$ cat src/rtl/fes_pkg.sv
package fes_pkg;

    localparam int OP_W     = 8;
    localparam int PROT_W   = 3;
    localparam int BITCNT_W = $clog2(2 * OP_W);
    localparam int PTR_W    = $clog2(OP_W);

    localparam logic [OP_W-1:0] OPC_WRITE_EN = 8'h06;
    localparam logic [OP_W-1:0] OPC_ERASE_ALL = 8'hC7;
    localparam logic [OP_W-1:0] OPC_READ_STAT = 8'h05;

    typedef struct packed {
        logic [OP_W-PROT_W-3:0] spare;
        logic [PROT_W-1:0]      prot;
        logic                   wel;
        logic                   wip;
    } status_t;

    typedef enum logic [1:0] {
        CMD_OTHER,
        CMD_WREN,
        CMD_ERASE,
        CMD_RDSR
    } cmd_e;

    typedef struct packed {
        logic cs_active;
        logic cs_rise;
        logic sclk_rise;
        logic sclk_fall;
        logic sdi;
    } serial_ev_t;

    function automatic cmd_e decode_op(input logic [OP_W-1:0] op);
        case (op)
            OPC_WRITE_EN:  return CMD_WREN;
            OPC_ERASE_ALL: return CMD_ERASE;
            OPC_READ_STAT: return CMD_RDSR;
            default:       return CMD_OTHER;
        endcase
    endfunction

    function automatic status_t make_status(input logic wip, input logic wel,
                                            input logic [PROT_W-1:0] prot);
        status_t s;
        s.spare = '0;
        s.prot  = prot;
        s.wel   = wel;
        s.wip   = wip;
        return s;
    endfunction

endpackage

$ cat src/rtl/fes_sampler.sv
module fes_sampler
    import fes_pkg::*;
#(
    parameter int SYNC_STAGES = 2
) (
    input  logic       clk,
    input  logic       rst,
    input  logic       sclk,
    input  logic       cs_n,
    input  logic       sdi,
    output serial_ev_t ev
);

    localparam int HIST = SYNC_STAGES + 1;

    logic [HIST-1:0]        sclk_h;
    logic [HIST-1:0]        cs_h;
    logic [SYNC_STAGES-1:0] sdi_h;

    // One register stage per history slot; slot 0 takes the raw pin.
    generate
        for (genvar i = 0; i < HIST; i++) begin : g_hist
            always_ff @(posedge clk) begin
                if (rst) begin
                    sclk_h[i] <= 1'b0;
                    cs_h[i]   <= 1'b1;
                end else if (i == 0) begin
                    sclk_h[i] <= sclk;
                    cs_h[i]   <= cs_n;
                end else begin
                    sclk_h[i] <= sclk_h[(i > 0) ? i - 1 : 0];
                    cs_h[i]   <= cs_h[(i > 0) ? i - 1 : 0];
                end
            end
        end
        for (genvar j = 0; j < SYNC_STAGES; j++) begin : g_data
            always_ff @(posedge clk) begin
                if (rst)         sdi_h[j] <= 1'b0;
                else if (j == 0) sdi_h[j] <= sdi;
                else             sdi_h[j] <= sdi_h[(j > 0) ? j - 1 : 0];
            end
        end
    endgenerate

    always_comb begin
        ev.cs_active = !cs_h[SYNC_STAGES-1];
        ev.cs_rise   = cs_h[SYNC_STAGES-1] && !cs_h[SYNC_STAGES];
        ev.sclk_rise = ev.cs_active && sclk_h[SYNC_STAGES-1] && !sclk_h[SYNC_STAGES];
        ev.sclk_fall = ev.cs_active && !sclk_h[SYNC_STAGES-1] && sclk_h[SYNC_STAGES];
        ev.sdi       = sdi_h[SYNC_STAGES-1];
    end

endmodule

$ cat src/rtl/fes_shifter.sv
module fes_shifter
    import fes_pkg::*;
(
    input  logic            clk,
    input  logic            rst,
    input  logic            cs_active,
    input  logic            sclk_rise,
    input  logic            sclk_fall,
    input  logic            sdi_bit,
    input  status_t         status,
    output logic [OP_W-1:0] opcode,
    output logic            on_boundary,
    output logic            sdo
);

    localparam logic [BITCNT_W-1:0] CNT_MAX  = '1;
    localparam logic [BITCNT_W-1:0] CNT_LAST = BITCNT_W'(OP_W - 1);
    localparam logic [PTR_W-1:0]    PTR_TOP  = PTR_W'(OP_W - 1);

    logic [BITCNT_W-1:0] bit_cnt;
    logic [OP_W-1:0]     shreg;
    logic [OP_W-1:0]     next_byte;
    logic                rd_mode;
    logic [PTR_W-1:0]    ptr;
    status_t             snap;

    assign next_byte   = {shreg[OP_W-2:0], sdi_bit};
    assign opcode      = shreg;
    assign on_boundary = (bit_cnt == BITCNT_W'(OP_W));

    always_ff @(posedge clk) begin
        if (rst) begin
            bit_cnt <= '0;
            shreg   <= '0;
            rd_mode <= 1'b0;
            ptr     <= PTR_TOP;
            snap    <= '0;
            sdo     <= 1'b0;
        end else if (!cs_active) begin
            bit_cnt <= '0;
            rd_mode <= 1'b0;
            ptr     <= PTR_TOP;
            sdo     <= 1'b0;
        end else begin
            if (sclk_rise) begin
                shreg <= next_byte;
                if (bit_cnt != CNT_MAX) bit_cnt <= bit_cnt + 1'b1;
                if (bit_cnt == CNT_LAST && decode_op(next_byte) == CMD_RDSR)
                    rd_mode <= 1'b1;
            end
            if (sclk_fall && rd_mode) begin
                // Take a fresh status image at the start of every byte.
                if (ptr == PTR_TOP) begin
                    snap <= status;
                    sdo  <= status[OP_W-1];
                end else begin
                    sdo  <= snap[ptr];
                end
                ptr <= ptr - 1'b1;
            end
        end
    end

endmodule

$ cat src/rtl/fes_erase_timer.sv
module fes_erase_timer #(
    parameter int T_BE  = 1000,
    parameter int CNT_W = 10
) (
    input  logic             clk,
    input  logic             rst,
    input  logic             start,
    output logic             busy,
    output logic             finish,
    output logic             done,
    output logic [CNT_W-1:0] cnt
);

    localparam logic [CNT_W-1:0] LAST = CNT_W'(T_BE - 1);

    assign finish = busy && (cnt == LAST);

    always_ff @(posedge clk) begin
        if (rst) begin
            busy <= 1'b0;
            done <= 1'b0;
            cnt  <= '0;
        end else begin
            done <= finish;
            if (start) begin
                busy <= 1'b1;
                cnt  <= '0;
            end else if (finish) begin
                busy <= 1'b0;
                cnt  <= '0;
            end else if (busy) begin
                cnt  <= cnt + 1'b1;
            end
        end
    end

endmodule

$ cat src/rtl/flash_erase_slave.sv
module flash_erase_slave
    import fes_pkg::*;
#(
    parameter int T_BE        = 1000,
    parameter int SYNC_STAGES = 2
) (
    input  logic              clk,
    input  logic              rst,
    input  logic              sclk,
    input  logic              cs_n,
    input  logic              sdi,
    input  logic [PROT_W-1:0] protect_bits,
    output logic              sdo,
    output logic              erase_start,
    output logic              erase_done
);

    localparam int TCNT_W = (T_BE > 1) ? $clog2(T_BE) : 1;

    serial_ev_t        ev;
    status_t           status;
    logic [OP_W-1:0]   opcode;
    logic              on_boundary;
    logic              wel;
    logic              busy;
    logic              finish;
    logic [TCNT_W-1:0] tmr_cnt;
    cmd_e              cmd;
    logic              cmd_ok;
    logic              wren_go;
    logic              erase_go;

    fes_sampler #(.SYNC_STAGES(SYNC_STAGES)) u_sampler (
        .clk  (clk),
        .rst  (rst),
        .sclk (sclk),
        .cs_n (cs_n),
        .sdi  (sdi),
        .ev   (ev)
    );

    fes_shifter u_shifter (
        .clk         (clk),
        .rst         (rst),
        .cs_active   (ev.cs_active),
        .sclk_rise   (ev.sclk_rise),
        .sclk_fall   (ev.sclk_fall),
        .sdi_bit     (ev.sdi),
        .status      (status),
        .opcode      (opcode),
        .on_boundary (on_boundary),
        .sdo         (sdo)
    );

    fes_erase_timer #(.T_BE(T_BE), .CNT_W(TCNT_W)) u_timer (
        .clk    (clk),
        .rst    (rst),
        .start  (erase_go),
        .busy   (busy),
        .finish (finish),
        .done   (erase_done),
        .cnt    (tmr_cnt)
    );

    // Commands act only on select release at a clean byte edge, outside an erase.
    assign cmd      = decode_op(opcode);
    assign cmd_ok   = ev.cs_rise && on_boundary && !busy;
    assign wren_go  = cmd_ok && (cmd == CMD_WREN);
    assign erase_go = cmd_ok && (cmd == CMD_ERASE) && wel && (protect_bits == '0);
    assign status   = make_status(busy, wel, protect_bits);

    always_ff @(posedge clk) begin
        if (rst) begin
            wel         <= 1'b0;
            erase_start <= 1'b0;
        end else begin
            erase_start <= erase_go;
            if (finish)       wel <= 1'b0;
            else if (wren_go) wel <= 1'b1;
        end
    end

endmodule

$ cat config.mk
export PLATFORM = sky130hd
export DESIGN_NAME = flash_erase_slave
export DESIGN_NICKNAME = d
export VERILOG_FILES = /design/src/rtl/fes_pkg.sv /design/src/rtl/fes_sampler.sv /design/src/rtl/fes_shifter.sv /design/src/rtl/fes_erase_timer.sv /design/src/rtl/flash_erase_slave.sv
export SDC_FILE = /design/constraint.sdc
export NUM_CORES = 1
export LEC_CHECK = 0
export CAP_MARGIN = 20
export CORE_AREA = 2 2 45 78
export CTS_BUF_LIST = sky130_fd_sc_hd__clkbuf_16
export CTS_CLUSTER_DIAMETER = 100
export CTS_CLUSTER_SIZE = 30
export DETAILED_ROUTE_END_ITERATION = 12
export DIE_AREA = 0 0 47 80
export DONT_BUFFER_PORTS = 1
export PLACE_DENSITY = 0.74
export RECOVER_POWER = 50
export SLEW_MARGIN = 30
export SYNTH_ARGS = -nofsm -noshare
export SYNTH_HDL_FRONTEND = slang
export SYNTH_SLANG_ARGS = --single-unit
$ cat constraint.sdc
create_clock -name clk -period 1.96 [get_ports clk]
set_clock_uncertainty 0.1 [all_clocks]
set_input_delay 0.392 -clock clk [delete_from_list [all_inputs] [get_ports clk]]
set_output_delay 0.392 -clock clk [all_outputs]
set_load 0.02 [all_outputs]
==> results.md, run 1 <==
- Status: finished, final reports clean
- RSZ-0062 raised after global routing: no
- Ranking of synthesized cells by area: dfxtp_1 (48%), nand2_1 (5.4%), nor2_1 (5.2%)
- Met3 Routed Length: 102 um
- Worst Tran Pin Value: 566 ps
- DR pass1 iterations: 4
- CTS clock-pin slew for the worst setup and hold paths: 60 ps
- Number of nets in the layout: 206
- Worst Path Max Fanout: 8
- Sw Share: 0.177
- Clk_lat worst skew: 280 ps
- GR Overflow Total: 0
- WP data required: 2040 ps
- DRC errors left: 0
- Largest family of logic cells by synthesized area: simple AND/OR/NAND/NOR gates
- Sequential-to-total area share from yosys stat: 0.484
- Layout cell share with drive strength beyond 1: 0.0619
- Final antenna-violating net count: 0
- Number of flops mapped to enable cells by yosys: 0
- Setup Fix Bufs, Post-CTS: 0
- Post-cts repair resize count: 0
- # IOs: 11
- Antenna Cells: 0
- CTS tree: yes
- Layout area overhead: 9.07%
- Routed wl met2: 1810 um
- PwrDens: 918 mW/mm2
- Global-route total usage across every layer: 0.205
- Tcrit/Tclk final: 0.855
- Mux cell area share after synthesis: 0.0453
- Vias in the first global route: 1290
- Hold_buf cts: 0
- CTS root buffer: clkbuf_16
- Die width: 47 um
- H-tree Lvls: 2
- Antenna violations before repair: 0
- Post-layout min period: 1680 ps
- Internal power: 1.50 mW
- DP Wirelength: 2450 um
- Synth cell count leaders: dfxtp_1 (44), nand2_1 (26), nor2_1 (25), a21oi_1 (14), xnor2_1 (7)
- Final Wtd Congestion: 0.720
- Switching power: 0.324 mW
- Most common cell in the netlist: dfxtp_1
- Async SR Flop Fraction: 0
- Die ar.: 0.00376 mm2
- Wirelength per Cell: 13.6 um
- Final hold vios: 0
- Post-synthesis simple-gate area fraction: 0.254
- I/O Buffers: 0
- Cts bufs inserted: 5
- Maxcap violations: 0
- Sinks on the clock net: 44
- Synthesized area per cell: 9.49 um2
- Top cell type's share of synthesized area: 0.484
- CTS max path bufs: 2
- Syn Nets: 205
- Xor/xnor share of the synthesized area: 0.0625
- CP Capture Type: register
- Max Slew Vio Count: 0
- Largest net degree at the start of global routing: 25
- Kind of critical path: register to register
- Mapped Cells: 192
- Wl on met1: 1220 um
- Setup violators final: 0
- Main synth FF type: dfxtp_1
- Leakage: 0.732 nW
- Adder-cell share of the synthesized area: 0.0343
- Highest metal used: met4
- Combinational share of power: 0.009
- YS warnings: 0
- Fmax: 597 MHz
- Cell Rows: 27
- Setup slack after placement: 282 ps
- Synth Area in Compound Gates: 0.0831
- Die Y: 80 um
- Syn Std Cell Area: 0.00182 mm2
- Drt first-iter violations: 9
- Setup_tns: 0 ps
- Via density per instance: 5.41
- CP Launch Type: register
- Final WS setup: 284 ps
- Core ar.: 0.00311 mm2
- First-pass GRT wire length: 5420 um
- Critical Path AT: 1750 ps
- Synthesized flop and latch total: 44
- Peak supply drop: 0.999 mV
- Via count: 1283
- Flop pwr share: 0.496
- Initial Util: 0.586
- Clock power frac: 0.495
- Rel. slew slack: 0.622
- Hold Crit Class: input port to register
- Drt total wl: 3210 um
- Top cell type by total area after synthesis: dfxtp_1
- Synth cell types: 36
-- per-layer routing --
metal / vias up / GRT usage
li1: 654 / -
met1: 609 / 0.187
met2: 14 / 0.370
met3: 6 / 0.0588
met4: 0 / 0.117
met5: - / 0
-- layout by cell type (no fill, tap or decap), drive strengths merged, types with 2 or more instances in the layout --
cell and n:
nor3b 2, clkinv 2, a21oi 14, and4b 3, clkbuf 6, mux2i 6, nor4 2, nor2 25
and3 5, inv 6, nand2 26, dfxtp 44, xnor2 7, xor2 6, ha 5, nand3 3
o21ai 3, nor2b 5, or2 2, nor3 4, nand4 6
-- state kept, by name, summed over array words and instances (netlist names) --
name,flops
u_shifter.ptr,3
u_timer.cnt,10
u_shifter.rd_mode,1
u_timer.done,1
u_shifter.sdo,1
u_shifter.opcode,8
u_sampler.ev,1
erase_start,1
u_sampler.sdi_h,1
u_timer.busy,1
u_shifter.snap,5
u_sampler.cs_h,3
wel,1
u_shifter.bit_cnt,4
u_sampler.sclk_h,3
-- worst paths after layout --
check	start	cells past startpoint	endpoint	slack, ps
setup reg to reg	u_sampler.cs_h[1]	4	u_shifter.snap[3]	280
hold / removal	rst	1	u_sampler.sclk_h[0]	80
hold reg to reg	u_sampler.cs_h[0]	1	u_sampler.cs_h[1]	300
setup / recovery	u_sampler.cs_h[1]	4	u_shifter.snap[3]	280
-- kinds of logic after synthesis --
kind of cell               count (synthesis)
buffers and inverters                     13
adders and majority gates                  5
DFF                                       44
and+or+nand+nor                           88
AOI/OAI and AO/OA                         22
xor gates and xnor gates                  13
muxes                                      7
-- area by class of cell --
class | instances | area [um2]
clock buffer | 5 | 125
clock inverter | 3 | 37.5
fill | 274 | 1120
inverter | 6 | 22.5
multi-input combinational | 135 | 863
sequential | 44 | 881
tap | 43 | 53.8
timing repair buffer | 1 | 3.75
-- worst max-delay path, cell delays in order (launching register included) --
cell and delay [ps]:
dfxtp_1 350, and4bb_1 450, and3_1 390, mux2i_1 230, nor2_1 50
-- power groups by stage --
stage          registers, mW  logic (mW)  clock network [mW]
2_1_floorplan          0.923      0.0186                   0
3_3_place_gp           0.924      0.0165                   0
3_5_place_dp           0.924      0.0171                   0
4_1_cts                0.904      0.0171               0.924
5_1_grt                0.905      0.0182               0.951
6_report               0.904      0.0164               0.903
-- stage by stage --
step / instances / area (um2) / utilization / total power [mW] / hold slack, ps
after detailed placement: 229 / 1840 / 0.591 / 0.941 / 291
after global routing: 237 / 1990 / 0.639 / 1.87 / 63.9
after CTS: 237 / 2000 / 0.644 / 1.85 / 65.4
final: 237 / 1990 / 0.639 / 1.82 / 76.5
after floorplan: 192 / 1820 / - / 0.942 / 283
after global placement: 229 / 1840 / 0.591 / 0.941 / 293
No activity file was read; power rests on OpenSTA's default activity.
==> run 2: changes to the inputs <==
- PLACE_DENSITY: 0.74 -> 0.79
==> results.md, run 2 (synthesized netlist as in run 1, its figures left out) <==
- Status: finished, final reports clean
- Cts bufs inserted: 5
- Die width: 47 um
- Worst r2r src: u_sampler.cs_h[1]
- Critical Path AT: 1730 ps
- Post-layout min period: 1660 ps
- Hold Crit Class: input port to register
- Final hold vios: 0
- H-tree Lvls: 2
- DP Wirelength: 2570 um
- CTS tree: yes
- CP max-delay cell: and4bb_1
- Rel. slew slack: 0.636
- DR pass1 iterations: 4
- RSZ-0062 raised after global routing: no
- CP Capture Type: register
- Antenna violations before repair: 0
- Cell Rows: 27
- Commonest non-fill, non-tap cell in the layout: dfxtp_1
- Finished Cell Area: 0.00196 mm2
- Leakage: 0.724 nW
- CTS max path bufs: 2
- CTS clock-pin slew for the worst setup and hold paths: 60 ps
- Layout area overhead: 7.49%
- Crit-path cells: and4bb_1 -> and3_1 -> mux2i_1 -> nor2_1
- Kind of critical path: register to register
- Setup slack after placement: 313 ps
- Top reg by flops: u_timer.cnt
- Die Y: 80 um
- Max Slew Vio Count: 0
- Fmax: 602 MHz
- Core ar.: 0.00311 mm2
- Worst Hold Launch: rst
- Initial Util: 0.586
- Drt first-iter violations: 46
- GR Overflow Total: 0
- Max reg flops: 10
- Worst reg2reg path endpoint: u_shifter.snap[4]
- I/O Buffers: 0
- CP Launch Type: register
- Worst hold endpoint: u_shifter.snap[1]
- # IOs: 11
- PwrDens: 858 mW/mm2
- Via count: 1282
- Setup Fix Bufs, Post-CTS: 0
- Via density per instance: 5.43
- Sinks on the clock net: 44
- Most frequent cells in the layout: dfxtp_1 (44), nand2_1 (26), nor2_1 (25)
- Drt total wl: 3340 um
- Tcrit/Tclk final: 0.847
- FF-to-FF setup slack: 300 ps
- Die ar.: 0.00376 mm2
- DRC errors left: 0
- Hold_buf cts: 0
- Setup_tns: 0 ps
- Clk_lat worst skew: 280 ps
- Worst Tran Pin Value: 545 ps
- Vias in the first global route: 1347
- Dpl cell area: 0.00184 mm2
- Total of fill cells in the finished design: 276
- Setup violators final: 0
- Wirelength per Cell: 14.2 um
- Final Wtd Congestion: 0.824
- Maxcap violations: 0
- First-pass GRT wire length: 5840 um
- CTS root buffer: clkbuf_16
- Global-route total usage across every layer: 0.218
- R2R depth: 4
- Number of nets in the layout: 206
- Largest net degree at the start of global routing: 25
- Layout cell share with drive strength beyond 1: 0.0622
- Hold depth: 1
- Final antenna-violating net count: 0
- Antenna Cells: 0
- Peak supply drop: 0.761 mV
- Final WS setup: 299 ps
- Worst Path Max Fanout: 8
- CP peak stage delay: 430 ps
- WP data required: 2030 ps
- Post-cts repair resize count: 0
## run 2: cell count changes in the layout (fill, tap and decap cells not counted)
cell and delta:
bufinv_16 -1, clkinv_1 -2, clkinv_2 +1, inv_1 +1
## run 2: area by class of cell
type | count | area [um2] | share of cell area
repair buffers | 1 | 3.75 | 0.00192
clock inverters | 2 | 8.76 | 0.00447
well taps | 43 | 53.8 | 0.0275
multi-input cells | 135 | 863 | 0.441
clock buffers | 5 | 125 | 0.0639
inverters | 6 | 22.5 | 0.0115
flip-flops and latches | 44 | 881 | 0.450
## run 2: critical path: cells and delay by family, from the launching register on
| kind | cells | cell delay (ps) |
|---|---|---|
| multiplexers | 1 | 230 |
| AND/OR/NAND/NOR | 3 | 880 |
| flip-flops | 1 | 340 |
## run 2: where the power goes
group          total, mW  switching [mW]  internal (mW)
Clock              0.759           0.302          0.457
Combinational     0.0165         0.00904        0.00744
Sequential         0.905         0.00325          0.901
## run 2: worst max-delay path by stage
stage	startpoint	endpoint	depth (start not counted)
2_1_floorplan	u_shifter.bit_cnt[0]	u_timer.cnt[0]	6
3_3_place_gp	u_sampler.cs_h[1]	u_shifter.snap[1]	4
3_5_place_dp	u_sampler.cs_h[1]	u_shifter.snap[4]	4
4_1_cts	u_sampler.cs_h[1]	u_shifter.snap[4]	4
5_1_grt	u_sampler.sclk_h[1]	u_shifter.opcode[2]	4
6_report	u_sampler.cs_h[1]	u_shifter.snap[4]	4
## run 2: layer usage
| metal | track usage | vias to the layer above | routed length [um] |
|---|---|---|---|
| met5 | 0 | - | 0 |
| met4 | 0.0861 | 0 | 40 |
| met3 | 0.0520 | 4 | 72 |
| met2 | 0.415 | 14 | 2030 |
| met1 | 0.203 | 616 | 1190 |
| li1 | - | 648 | - |
## run 2: stage by stage
stage	util	hold WS (ps)	instances	total power, mW
floorplan	-	283	192	0.942
global placement	0.591	303	229	0.941
detailed placement	0.591	296	229	0.941
CTS	0.634	68.7	236	1.71
global route	0.630	69.9	236	1.74
finish	0.630	80.2	236	1.68
